## config.mk

```make
export PLATFORM = sky130hd
export DESIGN_NAME = unf2_iir
export DESIGN_NICKNAME = d
export VERILOG_FILES = /design/src/rtl/unf_pkg.sv /design/src/rtl/unf_s2p.sv /design/src/rtl/unf_lane.sv /design/src/rtl/unf_delay_line.sv /design/src/rtl/unf_p2s.sv /design/src/rtl/unf2_iir.sv
export SDC_FILE = /design/constraint.sdc
export NUM_CORES = 2
export LEC_CHECK = 0
export ABC_AREA = 1
export ABC_CLOCK_PERIOD_IN_PS = 10400
export CAP_MARGIN = 20
export CORE_MARGIN = 4
export CORE_UTILIZATION = 45
export DETAILED_ROUTE_END_ITERATION = 7
export HOLD_SLACK_MARGIN = 0.12
export PLACE_DENSITY_LB_ADDON = 0.05
export SETUP_SLACK_MARGIN = 0.4
export SYNTH_ARGS = -nofsm -noshare
export SYNTH_HDL_FRONTEND = slang
export SYNTH_SLANG_ARGS = --single-unit
```

## constraint.sdc

```tcl
create_clock -name clk -period 10.4 [get_ports clk]
set_input_delay 2.08 -clock clk [delete_from_list [all_inputs] [get_ports clk]]
set_output_delay 2.08 -clock clk [all_outputs]
set_load 0.03 [all_outputs]
```

## src/rtl/unf_pkg.sv

```systemverilog
package unf_pkg;
   typedef enum logic {PH_EVEN = 1'b0, PH_ODD = 1'b1} phase_e;

   // Pair-rate delay seen by a lane for a given sample lag.
   function automatic int fb_depth(input int lag, input bit odd_lane);
      if (lag % 2 == 0) return lag / 2;
      return odd_lane ? (lag - 1) / 2 : (lag + 1) / 2;
   endfunction

   // 1 when each lane's history comes from the other lane.
   function automatic bit fb_cross(input int lag);
      return (lag % 2) == 1;
   endfunction
endpackage

```

## src/rtl/unf_s2p.sv

```systemverilog
module unf_s2p #(
   parameter int DW = 16
) (
   input  logic          clk,
   input  logic          rst,
   input  logic          in_valid,
   input  logic [DW-1:0] in_data,
   output logic [DW-1:0] x_even,
   output logic [DW-1:0] x_odd,
   output logic          pair_go
);
   import unf_pkg::*;

   phase_e        phase;
   logic [DW-1:0] hold;

   always_ff @(posedge clk) begin
      if (rst) begin
         phase <= PH_EVEN;
         hold  <= '0;
      end else if (in_valid) begin
         if (phase == PH_EVEN) begin
            hold  <= in_data;
            phase <= PH_ODD;
         end else begin
            phase <= PH_EVEN;
         end
      end
   end

   assign pair_go = in_valid && (phase == PH_ODD);
   assign x_even  = hold;
   assign x_odd   = in_data;
endmodule

```

## src/rtl/unf_lane.sv

```systemverilog
module unf_lane #(
   parameter int DW   = 16,
   parameter int FRAC = 15
) (
   input  logic [DW-1:0] coef,
   input  logic [DW-1:0] fb,
   input  logic [DW-1:0] x,
   output logic [DW-1:0] y
);
   localparam int PW = 2 * DW;
   localparam int SW = PW + 1;
   localparam logic signed [SW-1:0] MAXV = SW'((1 <<< (DW - 1)) - 1);
   localparam logic signed [SW-1:0] MINV = -SW'(1 <<< (DW - 1));

   logic signed [PW-1:0] prod;
   logic signed [PW-1:0] scaled;
   logic signed [SW-1:0] sum;

   always_comb begin
      prod   = PW'($signed(coef)) * PW'($signed(fb));
      scaled = prod >>> FRAC;
      sum    = SW'(scaled) + SW'($signed(x));
      if (sum > MAXV)      y = MAXV[DW-1:0];
      else if (sum < MINV) y = MINV[DW-1:0];
      else                 y = sum[DW-1:0];
   end
endmodule

```

## src/rtl/unf_delay_line.sv

```systemverilog
module unf_delay_line #(
   parameter int DW    = 16,
   parameter int DEPTH = 4
) (
   input  logic          clk,
   input  logic          rst,
   input  logic          shift,
   input  logic [DW-1:0] d,
   output logic [DW-1:0] tap
);
   logic [DW-1:0] stage [DEPTH];

   always_ff @(posedge clk) begin
      if (rst) begin
         for (int i = 0; i < DEPTH; i++) stage[i] <= '0;
      end else if (shift) begin
         stage[0] <= d;
         for (int i = 1; i < DEPTH; i++) stage[i] <= stage[i-1];
      end
   end

   assign tap = stage[DEPTH-1];
endmodule

```

## src/rtl/unf_p2s.sv

```systemverilog
module unf_p2s #(
   parameter int DW = 16
) (
   input  logic          clk,
   input  logic          rst,
   input  logic          pair_go,
   input  logic [DW-1:0] y_even,
   input  logic [DW-1:0] y_odd,
   output logic          out_valid,
   output logic [DW-1:0] out_data
);
   logic          pend;
   logic [DW-1:0] pend_data;

   always_ff @(posedge clk) begin
      if (rst) begin
         out_valid <= 1'b0;
         out_data  <= '0;
         pend      <= 1'b0;
         pend_data <= '0;
      end else if (pair_go) begin
         out_valid <= 1'b1;
         out_data  <= y_even;
         pend      <= 1'b1;
         pend_data <= y_odd;
      end else if (pend) begin
         out_valid <= 1'b1;
         out_data  <= pend_data;
         pend      <= 1'b0;
      end else begin
         out_valid <= 1'b0;
      end
   end
endmodule

```

## src/rtl/unf2_iir.sv

```systemverilog
module unf2_iir #(
   parameter int DW   = 16,
   parameter int FRAC = 15,
   parameter int LAG  = 9
) (
   input  logic          clk,
   input  logic          rst,
   input  logic [DW-1:0] coef,
   input  logic          in_valid,
   input  logic [DW-1:0] in_data,
   output logic          out_valid,
   output logic [DW-1:0] out_data
);
   import unf_pkg::*;

   localparam int  DEP_E = fb_depth(LAG, 1'b0);
   localparam int  DEP_O = fb_depth(LAG, 1'b1);
   localparam bit  CROSS = fb_cross(LAG);

   if (LAG < 2) begin : g_bad_lag
      $error("unf2_iir: LAG must be at least 2");
   end
   if (FRAC >= DW || DW < 2) begin : g_bad_fmt
      $error("unf2_iir: FRAC must be below DW");
   end

   logic [DW-1:0] x_even, x_odd;
   logic          pair_go;
   logic [DW-1:0] y_even, y_odd;
   logic [DW-1:0] fb_even, fb_odd;
   logic [DW-1:0] src_even, src_odd;

   unf_s2p #(.DW(DW)) u_s2p (
      .clk(clk), .rst(rst), .in_valid(in_valid), .in_data(in_data),
      .x_even(x_even), .x_odd(x_odd), .pair_go(pair_go)
   );

   unf_lane #(.DW(DW), .FRAC(FRAC)) u_lane_e (
      .coef(coef), .fb(fb_even), .x(x_even), .y(y_even)
   );
   unf_lane #(.DW(DW), .FRAC(FRAC)) u_lane_o (
      .coef(coef), .fb(fb_odd), .x(x_odd), .y(y_odd)
   );

   if (CROSS) begin : g_cross
      assign src_even = y_odd;
      assign src_odd  = y_even;
   end else begin : g_self
      assign src_even = y_even;
      assign src_odd  = y_odd;
   end

   unf_delay_line #(.DW(DW), .DEPTH(DEP_E)) u_dl_e (
      .clk(clk), .rst(rst), .shift(pair_go), .d(src_even), .tap(fb_even)
   );
   unf_delay_line #(.DW(DW), .DEPTH(DEP_O)) u_dl_o (
      .clk(clk), .rst(rst), .shift(pair_go), .d(src_odd), .tap(fb_odd)
   );

   unf_p2s #(.DW(DW)) u_p2s (
      .clk(clk), .rst(rst), .pair_go(pair_go), .y_even(y_even), .y_odd(y_odd),
      .out_valid(out_valid), .out_data(out_data)
   );
endmodule

```

== Word level (Yosys, flattened, before mapping) ==
Memories as Yosys holds them, arrays and structs flattened.
Index checks and enable logic that the tools add are counted.

* Bits in registers: 51
* Bits in latches: 0
* RAM bits: 144
* Bits in read-only memories: 0
* Memories: 2

* Add/sub/neg operators: 2
* $mul: 2
* Divide/modulo/power cells: 0
* $lt $le $gt $ge: 4
* Eq/ne operators: 0
* Shifts and indexed selects: 0
* Muxes and demuxes: 23
* Bitwise gates (word level): 10
* Reductions and logical operators: 3

{| class="wikitable"
|+ Memories
! name !! depth !! width !! rd ports !! clocked after Yosys merged registers in !! write ports !! RTL line !! text
|-
| u_dl_e.stage || 5 || 16 || 5 || 0 || 5 || unf_delay_line.sv:11 || <nowiki>logic [DW-1:0] stage [DEPTH];</nowiki>
|-
| u_dl_o.stage || 4 || 16 || 4 || 0 || 4 || unf_delay_line.sv:11 ||
|}

{| class="wikitable"
|+ Operators with widths
! operator !! number
|-
| two-way mux 16 bit || 15
|-
| > comparator 33 x 16 -> 1 bit (second input constant) || 2
|-
| < comparator 33 x 16 -> 1 bit (second input constant) || 2
|-
| multiplier 16 x 16 -> 32 bit || 2
|-
| adder 17 x 16 -> 18 bit || 2
|-
| bitwise OR 1 bit || 9
|-
| two-way mux 1 bit || 8
|-
| AND reduction 2 bit || 1
|-
| nonzero test 2 bit || 1
|-
| logical AND 1 bit || 1
|-
| NOT 1 bit || 1
|}

== Logic depth before layout (Yosys ltp) ==
* Depth in word-level cells: 6
* Depth in mapped cells: 44
* Depth with buffers taken out: 42

== Cells and area by module ==
A second synthesis with hierarchy kept.

* Cells, all modules: 4008
* Area total of the unflattened synthesis: 31425.1 um2

{| class="wikitable"
|+ Modules (own cells, without submodules)
! module !! times used !! cells each !! area an instance (um2)
|-
| unf_lane (u_lane_o) || 1 || 1612 || 11690.0
|-
| unf_lane (u_lane_e) || 1 || 1625 || 11685.0
|-
| unf_delay_line (u_dl_e) || 1 || 251 || 3105.5
|-
| unf_delay_line (u_dl_o) || 1 || 201 || 2496.1
|-
| unf_p2s || 1 || 193 || 1592.8
|-
| unf_s2p || 1 || 126 || 855.8
|}

== Worst setup path after synthesis ==
Ideal clock, no wire load.

* Kind: input port to flip-flop
* Start: input coef[5]
* End: memory u_dl_e.stage[0][10] (data pin)
* Setup time: 0.256 ns
* Arrival time: 8.508 ns
* Required time: 10.144 ns
* Setup slack: 1.636 ns
* Stages: 35
* Cells stage by stage: clkbuf_1 nand2_1 inv_1 fa_1 inv_1 fa_1 fa_1 fa_1 inv_1 fa_1 inv_1 fa_1 inv_1 ha_1 nand2_1 nor2_1 inv_1 nor3_1 nand2_1 nand2_1 nand2_1 nand2_1 xor2_1 ha_1 inv_1 fa_1 o21ai_2 nand2_1 nand2_1 nand2_1 nand3_1 nand4_1 nand3_2 buf_2 nand2_1

{| class="wikitable"
|+ RTL lines
! item !! RTL line !! text
|-
| start: declaration || unf2_iir.sv:8 || <nowiki>input logic [DW-1:0] coef,</nowiki>
|-
| end: declaration || unf_delay_line.sv:11 ||
|}

==> metrics.txt <==
die area=0.0707 mm^2; root buffer cell=clkbuf_16; hold endpoint=u_p2s.pend_data[1]$_SDFFE_PP0P_; flops & latches, synth=195; CTS sink count=195; drt wl/cell=18.0 um; critical path class=primary input to flip-flop; sequential fraction of the synthesis area=0.179; TritonCTS clock tree=yes; initial antenna violation count=3; gr ovfl total=0; Worst slew margin=0.354; clock skew=0.0119 ns; slowest cell delay on critical path=0.55 ns; Area contributors post-synth=fa_1, edfxtp_1, inv_1, nand2_1, ha_1; critical path's slowest cell=fa_1; Util after Layout=0.497; maxcap violations=0; Worst-path clk slew=0.07 ns; share of post-route cells with drive strength above 1=0.0544; HPWL after detailed placement=68.2 mm; Most used DFF post-synth=edfxtp_1; core area=0.0659 mm^2; cell accounting for the most synthesized area=fa_1; Nets=4491; flop2flop setup slack=2.21 ns; Tot GR Track Use=0.240; Total Neg Setup Slack=0 ns; critical path required time=10.67 ns; post-route clock period utilization=0.925; Placer Congestion=0.907; DRT iter0 DRCs=1138; Die Height=266 um; Slew Limit Fails=0; FP Rows=94; number of remaining DRC errors=0; Worst Reg-to-Reg Cells=37; unrepaired setup endpoints after global routing=yes; CP most frequent cell=nand2_1; WP data arrival=9.89 ns; filler cell count=6589; Detail Route Antenna Nets=0; routed via count=22901; Ant. Diodes=0; Hold Path Class=flip-flop to flip-flop; Max Fclk=104 MHz; startpoint types=primary input; H-tree levels=4; Async S/R FF share, synth=0; Initial Utilization=0.455; min-delay src=u_p2s.pend_data[1]$_SDFFE_PP0P_; netlist area before placement=0.0299 mm^2; most common cell after layout, fill and taps aside=inv_1; Crit Path Max Fanout=17; DR pass1 iterations=5; area grow syn2layout=9.22%; die width=266 um; drt via density=4.96; Post-synth EDFFs=144; CP endpoint kind=flip-flop; Hold Fails Final Rpt=0; maximum buffer depth of the clock tree=2; DRT Wirelength=82.9 mm; worst-skew pair later-pin latency=0.45 ns; hold path cells=2; r2r startpoint=u_dl_o.stage[0][55]$_SDFFCE_PN0P_; pin count of the biggest net entering global routing=89; Yosys warning count=0; final setup vio count=0; hold buffers post-CTS=0; Netlist cell types=53; Avg Inst Size Synth=8.07 um^2; most frequent cells in the layout=inv_1, nand2_1, fa_1, nor2_1, ha_1; post-synthesis instance total=3712; post-synth top area share=0.350; status=finished clean; r2r endpoint=u_dl_e.stage[0][0]$_SDFFCE_PN0P_; Num CTS Buffers=17; vias in the first global route=24009; Final min period=9.62 ns; io pins=52; IO buf count=51; worst slew pin tran=0.968 ns; Mapped Nets=4463; first-pass GRT wire length=134 mm
[metal layers]
layer / wire length, um / GRT usage / share of wire / vias up
met2: 40500 / 0.404 / 0.49 / 506
met4: 1940 / 0.0575 / 0.023 / 6
met1: 36700 / 0.337 / 0.44 / 11502
met3: 3780 / 0.0249 / 0.046 / 98
met5: 41 / 0 / 0.00049 / -
li1: - / - / - / 10789
[Yosys cell counts (5+ instances only)]
cell type,instances
edfxtp_1,144
nand4_1,15
nand2_1,793
nor2_1,248
xor2_1,39
a21oi_1,116
a21o_1,7
ha_1,192
inv_1,1117
nor3_1,17
o211ai_1,5
nand3b_1,10
fa_1,524
clkbuf_1,129
o21ai_0,94
nand3_2,12
xnor2_1,28
nand3_1,107
dfxtp_1,51
[area by class of cell]
class                   instances  area (um^2)  share of cell area
well taps                     864         1080              0.0331
repair buffers                149         1450              0.0444
flip-flops and latches        195         5350               0.163
inverters                    1121         4220               0.129
multi-input cells            2256        20000               0.612
clock buffers                  20          479              0.0147
clock inverters                12          114             0.00348
[timing repair]
| action | 4_1_cts | 5_1_grt |
|---|---|---|
| setup buffers | 0 | 5 |
| endpoints found under the setup margin | 0 | 60 |
| gates resized for setup | 0 | 60 |
[worst max path at each step]
stage                                                   end     start  cells after the start  slack (ns)
after floorplan           u_dl_e.stage[0][10]$_SDFFCE_PN0P_   coef[5]                     35        1.64
after global routing       u_dl_e.stage[0][0]$_SDFFCE_PN0P_  coef[15]                     39        0.39
after detailed placement   u_dl_o.stage[0][3]$_SDFFCE_PN0P_  coef[11]                     32        0.04
after CTS                  u_dl_o.stage[0][3]$_SDFFCE_PN0P_  coef[11]                     33        0.49
final                      u_dl_o.stage[0][3]$_SDFFCE_PN0P_   coef[6]                     35        0.78
after global placement     u_dl_o.stage[0][5]$_SDFFCE_PN0P_   coef[3]                     36        0.05
[state kept, by name, indices dropped and copies added (netlist names)]
signal	cells
u_dl_e.stage	80
u_dl_o.stage	64
u_p2s.out_data	16
u_p2s.pend_data	16
u_s2p.x_even	16
u_p2s.out_valid	1
u_p2s.pend	1
u_s2p.phase	1
[critical path, delay by kind of cell]
kind            cells  cell delay, ns
simple gates       14            1.70
buf+inv             8            1.34
fa+ha+maj           9            3.93
compound gates      3            0.59
xor+xnor            1            0.23
[stage by stage]
step | area (um^2) | instances | hold slack [ns] | setup WS [ns]
6_report | 32700 | 4617 | 0.489 | 0.784
4_1_cts | 32400 | 4609 | 0.495 | 0.491
3_5_place_dp | 31800 | 4577 | 0.478 | 0.0433
5_1_grt | 32700 | 4617 | 0.505 | 0.394
3_3_place_gp | 31800 | 4576 | 0.469 | 0.0513
2_1_floorplan | 29900 | 3712 | 0.447 | 1.64
[kinds of logic (layout without fill, tap and decap cells)]
family	Yosys count	count (layout)	share of synthesized area
buf+inv	1262	1302	0.160
xor+xnor	67	67	0.0196
fa+ha+maj	716	716	0.431
simple gates	1219	1220	0.165
flops	195	195	0.179
compound gates	253	253	0.0460
Power is left out: the tool's default activity adds up to more than one toggle a clock period on the data nets, which glitch-free logic cannot reach.
